File: config.mk
export PLATFORM = sky130hd
export DESIGN_NAME = frac_clk_synth
export DESIGN_NICKNAME = d
export VERILOG_FILES = /design/src/rtl/synth_pkg.sv /design/src/rtl/synth_regs.sv /design/src/rtl/synth_phase.sv /design/src/rtl/synth_fdiv.sv /design/src/rtl/frac_clk_synth.sv
export SDC_FILE = /design/constraint.sdc
export NUM_CORES = 1
export LEC_CHECK = 0
export ABC_AREA = 1
export BUFFER_PORTS_ARGS = -buffer_cell sky130_fd_sc_hd__buf_2
export CAP_MARGIN = 20
export CORE_AREA = 2 2 156 158
export DETAILED_ROUTE_END_ITERATION = 8
export DIE_AREA = 0 0 158 160
export PLACE_DENSITY = 0.61
export SLEW_MARGIN = 20
export SYNTH_ARGS = -nofsm -noshare
export SYNTH_HDL_FRONTEND = slang
export SYNTH_HIERARCHICAL = 1
export SYNTH_SLANG_ARGS = --single-unit
File: constraint.sdc
create_clock -name clk -period 6 [get_ports clk]
set_clock_uncertainty 0.2 [all_clocks]
set_input_delay 1.2 -clock clk [delete_from_list [all_inputs] [get_ports clk]]
set_output_delay 1.2 -clock clk [all_outputs]
set_load 0.05 [all_outputs]
File: src/rtl/synth_pkg.sv
package synth_pkg;
  localparam int ADDR_W  = 8;
  localparam int DATA_W  = 8;
  localparam int FRAC_W  = 2 * DATA_W;

  localparam logic [ADDR_W-1:0] A_FRAC_LO = 8'hD5;
  localparam logic [ADDR_W-1:0] A_FRAC_HI = 8'hD6;
  localparam logic [ADDR_W-1:0] A_FACTOR  = 8'hD7;
  localparam logic [ADDR_W-1:0] A_GAIN    = 8'hD8;
  localparam logic [ADDR_W-1:0] A_PH_INIT = 8'hDB;
  localparam logic [ADDR_W-1:0] A_PH_LOAD = 8'hF6;
endpackage

File: src/rtl/synth_regs.sv
module synth_regs
  import synth_pkg::*;
#(
  parameter int FAC_W   = 8,
  parameter int GAIN_W  = 7,
  parameter int PH_W    = 8,
  parameter int RST_FAC = 2
) (
  input  logic              clk,
  input  logic              rst,
  input  logic              wr_en,
  input  logic [ADDR_W-1:0] wr_addr,
  input  logic [DATA_W-1:0] wr_data,
  output logic [FAC_W-1:0]  factor,
  output logic [FRAC_W-1:0] frac,
  output logic [GAIN_W-1:0] gain,
  output logic [PH_W-1:0]   ph_init,
  output logic              ph_load
);
  logic [DATA_W-1:0] lo_stage;

  always_ff @(posedge clk) begin
    if (rst) begin
      factor   <= FAC_W'(RST_FAC);
      frac     <= '0;
      gain     <= '0;
      ph_init  <= '0;
      lo_stage <= '0;
      ph_load  <= 1'b0;
    end else begin
      ph_load <= wr_en && (wr_addr == A_PH_LOAD);
      if (wr_en) begin
        case (wr_addr)
          A_FRAC_LO: lo_stage <= wr_data;
          A_FRAC_HI: frac     <= {wr_data, lo_stage};
          A_FACTOR:  factor   <= FAC_W'(wr_data);
          A_GAIN:    gain     <= wr_data[GAIN_W-1:0];
          A_PH_INIT: ph_init  <= PH_W'(wr_data);
          default: ;
        endcase
      end
    end
  end

  // a low-byte write alone leaves the committed fraction untouched
  assert_lo_stage_only_R4: assert property (@(posedge clk) disable iff (rst)
    (wr_en && wr_addr == A_FRAC_LO) |=> $stable(frac));

  // the high-byte write commits both bytes together
  assert_atomic_commit_R4: assert property (@(posedge clk) disable iff (rst)
    (wr_en && wr_addr == A_FRAC_HI) |=> frac == {$past(wr_data), $past(lo_stage)});
endmodule

File: src/rtl/synth_phase.sv
module synth_phase #(
  parameter int PH_W     = 8,
  parameter int GAIN_W   = 7,
  parameter int SCALE    = 6,
  parameter int TRIM_MAX = 4096,
  parameter int TRIM_W   = $clog2(TRIM_MAX) + 2
) (
  input  logic                     clk,
  input  logic                     rst,
  input  logic                     ph_load,
  input  logic [PH_W-1:0]          ph_init,
  input  logic [GAIN_W-1:0]        gain,
  input  logic                     err_valid,
  output logic                     err_ready,
  input  logic [PH_W-1:0]          err_data,
  output logic signed [TRIM_W-1:0] trim
);
  localparam int DIV_W = (SCALE > 1) ? $clog2(SCALE) : 1;
  localparam int P_W   = PH_W + GAIN_W + 1;
  localparam logic signed [PH_W:0]  PH_HI = (PH_W+1)'((1 << (PH_W-1)) - 1);
  localparam logic signed [PH_W:0]  PH_LO = -PH_HI - 1;
  localparam logic signed [P_W-1:0] T_HI  = P_W'(TRIM_MAX);
  localparam logic signed [P_W-1:0] T_LO  = -T_HI;

  logic [DIV_W-1:0]        gdiv;
  logic signed [PH_W-1:0]  phase;
  logic signed [PH_W:0]    ph_sum;
  logic signed [P_W-1:0]   prod;
  logic signed [P_W-1:0]   prod_b;
  logic                    take;

  // general-clock enable derived from the reference
  always_ff @(posedge clk) begin
    if (rst || gdiv == DIV_W'(SCALE - 1)) gdiv <= '0;
    else                                  gdiv <= gdiv + 1'b1;
  end
  assign err_ready = (gdiv == DIV_W'(SCALE - 1));
  assign take      = err_valid && err_ready;

  assign ph_sum = {phase[PH_W-1], phase} + {err_data[PH_W-1], err_data};

  always_ff @(posedge clk) begin
    if (rst)          phase <= '0;
    else if (ph_load) phase <= ph_init;
    else if (take) begin
      if (ph_sum > PH_HI)      phase <= PH_HI[PH_W-1:0];
      else if (ph_sum < PH_LO) phase <= PH_LO[PH_W-1:0];
      else                     phase <= ph_sum[PH_W-1:0];
    end
  end

  assign prod = P_W'(phase) * $signed({1'b0, gain});

  always_comb begin
    if (prod > T_HI)      prod_b = T_HI;
    else if (prod < T_LO) prod_b = T_LO;
    else                  prod_b = prod;
  end

  always_ff @(posedge clk) begin
    if (rst) trim <= '0;
    else     trim <= prod_b[TRIM_W-1:0];
  end

  // the load strobe presets the phase from the init register
  assert_load_init_R6: assert property (@(posedge clk) disable iff (rst)
    ph_load |=> phase == $past(ph_init));

  // the detector enable is a single-cycle pulse
  assert_ready_pulse_R7: assert property (@(posedge clk) disable iff (rst)
    err_ready |=> !err_ready);

  // without a load or an accepted sample the phase holds
  assert_phase_hold_R7: assert property (@(posedge clk) disable iff (rst)
    (!ph_load && !take) |=> $stable(phase));

  // the applied trim stays inside its bound
  assert_trim_bound_R8: assert property (@(posedge clk) disable iff (rst)
    (trim <= TRIM_W'(TRIM_MAX)) && (trim >= -TRIM_W'(TRIM_MAX)));
endmodule

File: src/rtl/synth_fdiv.sv
module synth_fdiv #(
  parameter int INT_W  = 8,
  parameter int FRAC_W = 16
) (
  input  logic              clk,
  input  logic              rst,
  input  logic [INT_W-1:0]  ratio_int,
  input  logic [FRAC_W-1:0] ratio_frac,
  output logic              clk_out
);
  localparam int CNT_W = INT_W + 1;

  logic [CNT_W-1:0]  cnt;
  logic [FRAC_W-1:0] acc;
  logic [FRAC_W-1:0] acc_n;
  logic              carry;
  logic              edge_now;

  assign {carry, acc_n} = {1'b0, acc} + {1'b0, ratio_frac};
  assign edge_now       = (cnt == CNT_W'(1));

  always_ff @(posedge clk) begin
    if (rst) begin
      cnt     <= CNT_W'(1);
      acc     <= '0;
      clk_out <= 1'b0;
    end else if (edge_now) begin
      clk_out <= ~clk_out;
      acc     <= acc_n;
      cnt     <= {1'b0, ratio_int} + CNT_W'(carry);
    end else begin
      cnt <= cnt - 1'b1;
    end
  end

  // every half-period loaded is at least two cycles long
  assert_len_floor_R3: assert property (@(posedge clk) disable iff (rst)
    edge_now |=> cnt >= CNT_W'(2));

  // between boundaries the output holds and the count only runs down
  assert_mid_hold_R5: assert property (@(posedge clk) disable iff (rst)
    !edge_now |=> ($stable(clk_out) && cnt == $past(cnt) - 1'b1));
endmodule

File: src/rtl/frac_clk_synth.sv
module frac_clk_synth
  import synth_pkg::*;
#(
  parameter int FAC_W    = 8,
  parameter int GAIN_W   = 7,
  parameter int PH_W     = 8,
  parameter int SCALE    = 6,
  parameter int TRIM_MAX = 4096,
  parameter int MIN_FAC  = 2
) (
  input  logic              clk,
  input  logic              rst,
  input  logic              wr_en,
  input  logic [ADDR_W-1:0] wr_addr,
  input  logic [DATA_W-1:0] wr_data,
  input  logic              err_valid,
  output logic              err_ready,
  input  logic [PH_W-1:0]   err_data,
  output logic              rclk_out
);
  localparam int TRIM_W = $clog2(TRIM_MAX) + 2;
  localparam int RAT_W  = FAC_W + FRAC_W;
  localparam int SUM_W  = RAT_W + 2;
  localparam logic signed [SUM_W-1:0] LO_LIM = SUM_W'(MIN_FAC) <<< FRAC_W;
  localparam logic signed [SUM_W-1:0] HI_LIM = (SUM_W'(1) <<< RAT_W) - 1'b1;

  logic [FAC_W-1:0]          factor;
  logic [FAC_W-1:0]          fac_c;
  logic [FRAC_W-1:0]         frac;
  logic [GAIN_W-1:0]         gain;
  logic [PH_W-1:0]           ph_init;
  logic                      ph_load;
  logic signed [TRIM_W-1:0]  trim;
  logic signed [SUM_W-1:0]   eff;
  logic [RAT_W-1:0]          ratio;

  synth_regs #(
    .FAC_W(FAC_W), .GAIN_W(GAIN_W), .PH_W(PH_W), .RST_FAC(MIN_FAC)
  ) u_regs (
    .clk(clk), .rst(rst), .wr_en(wr_en), .wr_addr(wr_addr), .wr_data(wr_data),
    .factor(factor), .frac(frac), .gain(gain), .ph_init(ph_init), .ph_load(ph_load)
  );

  synth_phase #(
    .PH_W(PH_W), .GAIN_W(GAIN_W), .SCALE(SCALE), .TRIM_MAX(TRIM_MAX), .TRIM_W(TRIM_W)
  ) u_phase (
    .clk(clk), .rst(rst), .ph_load(ph_load), .ph_init(ph_init), .gain(gain),
    .err_valid(err_valid), .err_ready(err_ready), .err_data(err_data), .trim(trim)
  );

  // factor clamp, signed trim, then floor/ceiling on the whole ratio
  assign fac_c = (factor < FAC_W'(MIN_FAC)) ? FAC_W'(MIN_FAC) : factor;
  assign eff   = $signed({2'b00, fac_c, frac})
               + {{(SUM_W-TRIM_W){trim[TRIM_W-1]}}, trim};

  always_comb begin
    if (eff < LO_LIM)      ratio = LO_LIM[RAT_W-1:0];
    else if (eff > HI_LIM) ratio = HI_LIM[RAT_W-1:0];
    else                   ratio = eff[RAT_W-1:0];
  end

  synth_fdiv #(.INT_W(FAC_W), .FRAC_W(FRAC_W)) u_fdiv (
    .clk(clk), .rst(rst),
    .ratio_int(ratio[RAT_W-1:FRAC_W]), .ratio_frac(ratio[FRAC_W-1:0]),
    .clk_out(rclk_out)
  );

  // the integer part handed to the divider never falls below the floor
  assert_ratio_floor_R3: assert property (@(posedge clk) disable iff (rst)
    ratio[RAT_W-1:FRAC_W] >= FAC_W'(MIN_FAC));

  // the output stays low while reset is held
  assert_reset_low_R1: assert property (@(posedge clk)
    rst |=> !rclk_out);
endmodule

-- Yosys cells after proc, flatten, opt, wreduce, memory -nomap -nowiden
Index checks and enable logic that the tools add are counted.
- $add $sub $neg: 6
- $mul: 1
- order comparisons: 7
- eq/ne operators: 8
- muxes and demuxes: 10
- bitwise operators: 1
- reduce and logical (&&, ||, !) cells: 11
- operators by type and width (cell ; count):
    $eq 8x8->1 const B ; 6
    $mux 24 ; 2
    $mux 8 ; 5
    $add 25x14->26 ; 1
    $gt 26x25->1 const B ; 1
    $lt 26x19->1 const B ; 1
    $add 16x16->17 ; 1
    $gt 16x14->1 const B ; 1
    $lt 16x13->1 const B ; 1
    $mul 8x8->16 ; 1
    $mux 14 ; 1
    $mux 13 ; 1
    $reduce_and 2->1 ; 5
    $add 8x1->9 ; 1
    $add 8x8->9 ; 1
    $eq 9x1->1 const B ; 1
    $gt 9x8->1 const B ; 1
    $lt 9x8->1 const B ; 1
    $mux 9 ; 1
    $sub 9x1->9 const B ; 1
    $lt 8x2->1 const B ; 1
    $add 3x1->3 const B ; 1
    $eq 3x3->1 const B ; 1
    $reduce_or 3->1 ; 1
    other kinds (5) ; 6
- register bits: 99
- input bits: 28
- output and inout bits: 2
- word-level logic and storage cells: 58

-- Depth between registers and ports, before layout
Gate-level depths: netlist of the first run.
- depth in word-level cells: 9
- gate-level depth with buffers: 35
- mapped depth without buffers: 34

-- Hierarchy
The synthesis of the first run kept the hierarchy.
- modules (own cells, without submodules) (module ; instances ; cells an instance ; area each (um2) ; seq. area each (um2)):
    synth_phase ; 1 ; 556 ; 3897.5 ; 500.5
    synth_regs ; 1 ; 330 ; 2244.7 ; 960.9
    synth_fdiv ; 1 ; 348 ; 2210.9 ; 520.5
    frac_clk_synth ; 1 ; 427 ; 2104.5 ; 0.0

-- Worst setup path after synthesis of the first run
OpenSTA, ideal clock, no wires.
- path kind: register to register
- from: register u_regs.factor[2]
- to: register u_fdiv.cnt[6]
- setup time: 0.072 ns
- arrival: 4.527 ns
- required time: 5.728 ns
- path slack: 1.201 ns
- cell stages (with the launch flop): 34
- buffers on the path: 0
- clock period less this slack: 4.799 ns
- cell sequence: dfxtp_1 > or4_1 > nor4_1 > nor2_1 > ha_1 > nand2_1 > inv_1 > a21oi_1 > o21ai_0 > nand2_1 > nand2_1 > nor2_1 > nand3_1 > nand2_1 > nand3_1 > nand2_2 > nor2_1 > ha_1 > fa_1 > nand2_1 > nand2_1 > and2_4 > nand3_1 > nand3_1 > nand4_1 > nand2_1 > ha_1 > ha_1 > nand3_1 > nor2_1 > and2_1 > nor2_1 > o21ai_0 > a21oi_1
- word-level cells in the longest chain between the ends: 9
- elaborated cells between the ends (all ways): 10
- ends and longest elaborated chain (item ; line ; source):
    start: declaration ; synth_regs.sv:14 ; output logic [FAC_W-1:0] factor,
    start signal: assignment ; synth_regs.sv:24 ; factor <= FAC_W'(RST_FAC);
    start signal: assignment ; synth_regs.sv:36 ; A_FACTOR: factor <= FAC_W'(wr_data);
    $lt 8x2->1 ; frac_clk_synth.sv:52 ; assign fac_c = (factor < FAC_W'(MIN_FAC)) ? FAC_W'(MIN_FAC) : factor;
    $mux 8 (*) ; frac_clk_synth.sv:52 ;
    $add 25x14->26 (*) ; frac_clk_synth.sv:54 ; + {{(SUM_W-TRIM_W){trim[TRIM_W-1]}}, trim};
    $gt 26x25->1 ; frac_clk_synth.sv:58 ; else if (eff > HI_LIM) ratio = HI_LIM[RAT_W-1:0];
    $mux 24 ; frac_clk_synth.sv:58 ;
    $mux 24 (*) ; frac_clk_synth.sv:57 ; if (eff < LO_LIM) ratio = LO_LIM[RAT_W-1:0];
    via ratio[0] ; frac_clk_synth.sv:35 ; logic [RAT_W-1:0] ratio;
    $add 16x16->17 (*) ; synth_fdiv.sv:19 ; assign {carry, acc_n} = {1'b0, acc} + {1'b0, ratio_frac};
    $add 8x1->9 (*) ; synth_fdiv.sv:30 ; cnt <= {1'b0, ratio_int} + CNT_W'(carry);
    $mux 9 (*) ; synth_fdiv.sv:27 ; end else if (edge_now) begin
    end signal: assignment ; synth_fdiv.sv:30 ;
    end signal: assignment ; synth_fdiv.sv:32 ; cnt <= cnt - 1'b1;
    end: declaration ; synth_fdiv.sv:13 ; logic [CNT_W-1:0] cnt;
The timed path passes the listed nets; every way through them passes the cells marked *.
A chain may end at the register's enable or synchronous reset.

-- Worst setup path after layout of the first run
Ends and elaborated chain as after synthesis.

==> impl_metrics.csv, run 1 <==
group,metric,value,unit
run_status,status,"finished, final reports clean",
sta,finalSetupViolCount,0,
worst_setup_path,end_kind,"flip-flop",
floorplanning,initial_core_util,43.90,%
global_routing,globalRouteMet2Util,35.95,%
cells_and_area,n_fill_cell,2592,
synthesis,synth_xor_area_share,3.350,%
sta,hold_viol,0,
synthesis,muxShareOfSynthArea,0,%
global_routing,grt_util_met3,2.334,%
cells_and_area,final_cell_mix,"456 x nand2_1, 336 x inv_1, 224 x nor2_1",
global_routing,grt_pass1_wl,42.37,mm
pwr,sequentialPowerShare,41.3,%
route,ant_nets,0,
synthesis,ys_async_sr_fraction,0,%
synthesis,syn_avg_cell_area,6.296,um^2
floorplanning,die_w,158,um
clocking,cts_buffer_depth,2,
route,routed_wl,24.48,mm
synthesis,yosys_warnings,6,
pwr,combPwrFrac,28.5,%
clocking,clockRootBuffer,"clkbuf_16",
synthesis,synth-seq-area-share,18.95,%
worst_setup_path,required,6.08,ns
worst_setup_path,cp_slowest_cell,"or4_1",
cells_and_area,nNetsFinal,1821,
route,dr_total_vias,9489,
route,post-route-drc-count,0,
global_routing,grt_max_degree,53,
pwr,power_frac_clock,30.2,%
synthesis,synth_adder_area_share,19.91,%
sta,fmax,182.9,MHz
hold_path,hold_path_class,"flip-flop to flip-flop",
place,portBuffers,29,
clocking,cts_tree,"done",
route,first_pass_iters,5,
worst_setup_path,arrival,5.55,ns
synthesis,synth_seq_cells,99,
pwr,p_per_area,170.8,mW/mm^2
synthesis,synth_top_family_by_area,"simple AND/OR/NAND/NOR gates",
sta,slew_headroom,31.18,%
sta,tns,0,ns
worst_setup_path,critPathMaxStageDelay,0.54,ns
floorplanning,core,0.02382,mm^2
flow_run,cap_viol_max_count,0,
global_routing,antenna_found_initial,0,
pwr,peakVddDrop,230.0,uV
route,drtIter0Drc,502,
worst_setup_path,path_common_cell,"nand2_1",
clocking,clk_latency,0.35,ns
sta,layout_min_cycle_time,5.468,ns
global_routing,grtUsageTotal,20.42,%
cells_and_area,post-route-util,46.48,%
clocking,h-tree-depth,3,
floorplanning,pin_count,30,
global_routing,first_global_vias,9126,
sta,worst_pin_slew,1.030,ns
place,gp_congestion,0.8488,
synthesis,synth-edff-count,0,
pwr,power.leakage,6.143,nW
cells_and_area,area_growth,5.862,%
sta,grt_setup_unrepaired,"no",
floorplanning,dieHeight,160,um
global_routing,overflow,0,
worst_setup_path,cp_max_fo,5,
global_routing,grt-busiest-layer,"met2",
clocking,cts_sinks,99,
place,hpwl,19.99,mm
synthesis,synthDistinctLibCells,43,
pwr,p_sw,0.6715,mW
cells_and_area,layout.cells.non_filler,1985,
global_routing,use_met1,26.71,%
cells_and_area,mostFrequentLayoutCell,"nand2_1",
synthesis,syn-num-nets,1826,
floorplanning,num_rows,57,
place,dpl_cell_area,0.01074,mm^2
floorplanning,die_area,0.02528,mm^2
place,placed_cells,1966,
synthesis,syn_area,0.01046,mm^2
cells_and_area,fin_area,0.01107,mm^2
sta,fin_crit_sh,91.13,%
synthesis,synthFlopType,"dfxtp_1",
worst_setup_path,crit_type,"flip-flop to flip-flop",
sta,final_max_slew_viol_count,0,
worst_setup_path,startpoint_type,"flip-flop",
synthesis,syn_inst,1661,
cells_and_area,layout-drive-gt1-share,7.225,%
route,wl_per_cell,12.33,um
clocking,path_clk_slew,0.08,ns
clocking,ctsHoldBuffers,0,
synthesis,synth-simple-area-share,36.87,%
pwr,p_sw_share,35.52,%
clocking,cts-buffers-inserted,9,
synthesis,synth-compound-area-share,5.504,%
cells_and_area,antennaDiodeCount,0,
pwr,cellInternalPower,1.219,mW
route,viasPerCell,4.780,
cell usage after synthesis, types with 7 or more instances:
master | n | area, um^2
nand2_1 | 456 | 1712
inv_1 | 336 | 1261
nor2_1 | 224 | 840.8
dfxtp_1 | 99 | 1982
ha_1 | 88 | 1101
nand3_1 | 70 | 350.3
nand4_1 | 67 | 419.2
fa_1 | 49 | 980.9
a21oi_1 | 47 | 235.2
xnor2_1 | 23 | 201.4
o21ai_0 | 20 | 100.1
clkbuf_1 | 17 | 63.81
xor2_1 | 17 | 148.9
buf_2 | 16 | 80.08
nor2_2 | 16 | 100.1
inv_2 | 11 | 41.29
nand2_2 | 11 | 68.82
buf_6 | 10 | 112.6
nor2_4 | 9 | 101.4
nor3_1 | 9 | 45.04
a31oi_1 | 8 | 50.05
a21oi_2 | 7 | 61.31
routing by layer:
metal  vias up  part of all wire [%]  routed length, um
met5         -                     0                  0
met4         0                   1.5                364
met3        20                   2.6                644
met2       120                    49              12000
met1      4296                    47              11480
li1       5053                     -                  -
layout make-up:
| cell class | count | area [um^2] | area share, % |
|---|---|---|---|
| Multi-Input combinational cell | 1162 | 6889 | 62.23 |
| Sequential cell | 99 | 1982 | 17.90 |
| Inverter | 349 | 1310 | 11.83 |
| Tap cell | 324 | 405.4 | 3.662 |
| Clock buffer | 10 | 229.0 | 2.068 |
| Timing Repair Buffer | 35 | 190.2 | 1.718 |
| Clock inverter | 6 | 65.06 | 0.5877 |
logic make-up (layout without fill, tap and decap cells):
family	count (synthesis)	count (layout)
buffers and inverters	401	400
AND/OR/NAND/NOR	886	887
flip-flops	99	99
adder cells (fa/ha/maj)	137	137
XOR/XNOR	40	40
AO/OA/AOI/OAI	98	98
critical path, delay by kind of cell (launching register included):
kind | cells | cell delay (ns)
AOI/OAI and AO/OA | 2 | 0.21
adders and majority gates | 5 | 1.38
buffers and inverters | 1 | 0.07
DFF | 1 | 0.33
and+or+nand+nor | 26 | 3.22
worst paths after layout:
kind,start,end,slack [ns],cells past startpoint
hold / removal,u_fdiv/clk_out$_SDFFE_PP0P_,u_fdiv/clk_out$_SDFFE_PP0P_,0.25,1
setup reg to reg,u_regs/factor[2]$_SDFFE_PP0P_,u_fdiv/cnt[6]$_SDFF_PP0_,0.53,34
hold reg to reg,u_fdiv/clk_out$_SDFFE_PP0P_,u_fdiv/clk_out$_SDFFE_PP0P_,0.25,1
setup / recovery,u_regs/factor[2]$_SDFFE_PP0P_,u_fdiv/cnt[6]$_SDFF_PP0_,0.53,34
what timing repair did:
action	in CTS	in global routing
resized for setup	0	3
setup endpoints to repair	0	3
buffers inserted	0	2
power groups by stage:
stage / logic [mW] / clock network [mW] / registers [mW]
after detailed placement: 0.543 / 0 / 0.797
after global placement: 0.539 / 0 / 0.795
after floorplan: 0.477 / 0 / 0.793
after CTS: 0.546 / 0.586 / 0.782
after global routing: 0.625 / 0.612 / 0.792
final: 0.538 / 0.571 / 0.781
registers in the layout, summed over array words and instances, names as in the netlist:
signal	count
u_fdiv/acc	16
u_regs/frac	16
u_phase/trim	14
u_fdiv/cnt	9
u_phase/phase	8
u_regs/factor	8
u_regs/lo_stage	8
u_regs/ph_init	8
u_regs/gain	7
u_phase/gdiv	3
u_fdiv/clk_out	1
u_regs/ph_load	1
through the flow:
step           power (mW)  setup WS (ns)  hold slack, ns
2_1_floorplan       1.270          1.201          0.2215
3_3_place_gp        1.334         0.5818          0.2357
3_5_place_dp        1.340         0.3994          0.2433
4_1_cts             1.914         0.3612          0.2569
5_1_grt             2.029       0.005107          0.2950
6_report            1.891         0.5323          0.2494
Power figures use the tool's default switching activity.
==> run 2, diff against run 1 <==
clock period = 6.5 ns   (was 6 ns; I/O delays follow)
==> run 2 against run 1 <==
Compared with the run above: non-clock buffer count is 4 lower; sequential share of layout area about the same; maximum frequency decreased by 4.0%; utilization down 0.068 points; global-route usage fell by 0.13 points; first-iteration DRC count grew 19%; wire length is 0.83% lower; power is 4.2% lower; sequential power down 7.7%; worst hold slack better by 0.012 ns; cell count shrank 0.25%; critical endpoint unchanged; largest cell class unchanged; largest power group unchanged; highest routed layer unchanged.
==> impl_metrics.csv, run 2 (same netlist as run 1, synthesis figures left out) <==
group,metric,value,unit
route,viasPerCell,4.770,
sta,final_max_slew_viol_count,0,
worst_setup_path,path_buf_inv,1,
floorplanning,die_area,0.02528,mm^2
route,drtIter0Drc,597,
floorplanning,initial_core_util,43.90,%
cells_and_area,post-route-util,46.41,%
worst_setup_path,rr_endpoint,"u_fdiv/cnt[6]$_SDFF_PP0_",
cells_and_area,fin_area,0.01105,mm^2
route,post-route-drc-count,0,
clocking,clk_latency,0.36,ns
clocking,path_clk_slew,0.08,ns
global_routing,antenna_found_initial,0,
pwr,p_total,1.812,mW
run_status,status,"finished, final reports clean",
pwr,peakVddDrop,240.1,uV
floorplanning,pin_count,30,
clocking,cts_sinks,99,
clocking,cts_resized,0,
route,routed_wl,24.28,mm
sta,hold_viol,0,
worst_setup_path,worstReg2RegStart,"u_regs/factor[2]$_SDFFE_PP0P_",
place,gp_congestion,0.8769,
worst_setup_path,cp_top_family,"simple AND/OR/NAND/NOR gates",
worst_setup_path,startpoint_type,"flip-flop",
route,ant_nets,0,
global_routing,first_global_vias,9113,
clocking,h-tree-depth,3,
worst_setup_path,cp_slowest_cell,"or4_1",
place,hpwl,19.47,mm
cells_and_area,reg_top3,"u_fdiv/acc: 16 flops, u_regs/frac: 16 flops, u_phase/trim: 14 flops",
sta,grt_setup_unrepaired,"no",
route,first_pass_iters,5,
floorplanning,core,0.02382,mm^2
cells_and_area,antennaDiodeCount,0,
place,dpl_cell_area,0.01072,mm^2
cells_and_area,layout-drive-gt1-share,6.944,%
worst_setup_path,required,6.58,ns
sta,worst_pin_slew,1.039,ns
clocking,cts_setup_buffers,0,
clocking,cts-buffers-inserted,9,
cells_and_area,final_cell_mix,"456 x nand2_1, 336 x inv_1, 224 x nor2_1",
route,top_layer,"met4",
cells_and_area,area_growth,5.708,%
hold_path,hold_path_class,"flip-flop to flip-flop",
floorplanning,num_rows,57,
floorplanning,dieHeight,160,um
worst_setup_path,end_kind,"flip-flop",
sta,finalSetupViolCount,0,
flow_run,cap_viol_max_count,0,
route,wl_met1,11.53,mm
worst_setup_path,ff2ff_setup_slack,0.81,ns
sta,fin_crit_sh,87.59,%
clocking,clockRootBuffer,"clkbuf_16",
floorplanning,die_w,158,um
global_routing,grt_max_degree,53,
route,wl_per_cell,12.26,um
route,route.met3.wl,677,um
sta,fmax,175.6,MHz
sta,tns,0,ns
worst_setup_path,r2r_cells,34,
route,wl_met2,11.65,mm
worst_setup_path,arrival,5.77,ns
worst_setup_path,path_common_cell,"nand2_1",
hold_path,hold_end,"u_phase/gdiv[0]$_SDFF_PP0_",
worst_setup_path,critPathMaxStageDelay,0.51,ns
sta,slew_headroom,30.58,%
route,dr_total_vias,9445,
hold_path,hp-start,"u_phase/gdiv[0]$_SDFF_PP0_",
cells_and_area,nNetsFinal,1816,
cells_and_area,mostFrequentLayoutCell,"nand2_1",
clocking,cts_buffer_depth,2,
global_routing,grtUsageTotal,20.30,%
pwr,power.leakage,6.127,nW
pwr,p_per_area,163.9,mW/mm^2
global_routing,overflow,0,
place,portBuffers,29,
global_routing,grt_pass1_wl,42.18,mm
clocking,cts_tree,"done",
worst_setup_path,cp_max_fo,23,
hold_path,hold-path-cell-count,1,
sta,layout_min_cycle_time,5.693,ns
clocking,ctsHoldBuffers,0,
worst_setup_path,crit_type,"flip-flop to flip-flop",
[run 2: cell types whose count changed in the layout (fill, tap and decap cells not counted)]
cell       before  now
clkbuf_1        1    0
nor4_2          1    0
clkinv_4        1    0
a21oi_4         1    0
nor4_1          1    2
clkinv_8        1    3
nand2_4         1    0
bufinv_16       0    1
inv_8           2    1
buf_4           6    2
a21oi_2         6    7
[run 2: through the flow]
stage	std cells	worst slack (ns)	hold slack, ns
after floorplan	1661	1.701	0.2215
after global placement	1964	1.011	0.2387
after detailed placement	1964	0.8622	0.2532
after CTS	1980	0.8303	0.2674
after global routing	1980	0.2451	0.3074
final	1980	0.8066	0.2614
[run 2: how the worst max path moves through the flow]
| stage | from | slack (ns) | cells past startpoint | endpoint |
|---|---|---|---|---|
| floorplan | u_regs/factor[2]$_SDFFE_PP0P_ | 1.70 | 33 | u_fdiv/cnt[6]$_SDFF_PP0_ |
| global placement | u_regs/factor[2]$_SDFFE_PP0P_ | 1.01 | 33 | u_fdiv/cnt[6]$_SDFF_PP0_ |
| detailed placement | u_regs/factor[2]$_SDFFE_PP0P_ | 0.86 | 34 | u_fdiv/cnt[6]$_SDFF_PP0_ |
| CTS | u_regs/factor[2]$_SDFFE_PP0P_ | 0.83 | 34 | u_fdiv/cnt[6]$_SDFF_PP0_ |
| global route | u_regs/factor[2]$_SDFFE_PP0P_ | 0.25 | 34 | u_fdiv/cnt[6]$_SDFF_PP0_ |
| finish | u_regs/factor[2]$_SDFFE_PP0P_ | 0.81 | 34 | u_fdiv/cnt[6]$_SDFF_PP0_ |
[run 2: cell type report]
class	instances	area, um^2
Tap cell	324	405.4
Clock buffer	9	225.2
Multi-Input combinational cell	1161	6864
Fill cell	2568	12770
Sequential cell	99	1982
Inverter	349	1310
Timing Repair Buffer	31	160.2
Clock inverter	7	107.6
[run 2: report_power, final]
part | internal, mW | switching [mW]
Combinational | 0.178 | 0.323
Sequential | 0.675 | 0.0458
Clock | 0.314 | 0.276
[run 2: routing by layer]
metal,global-route usage [%],vias up
met2,35.55,134
li1,-,5032
met4,5.201,0
met1,26.32,4255
met5,0,-
met3,2.469,24
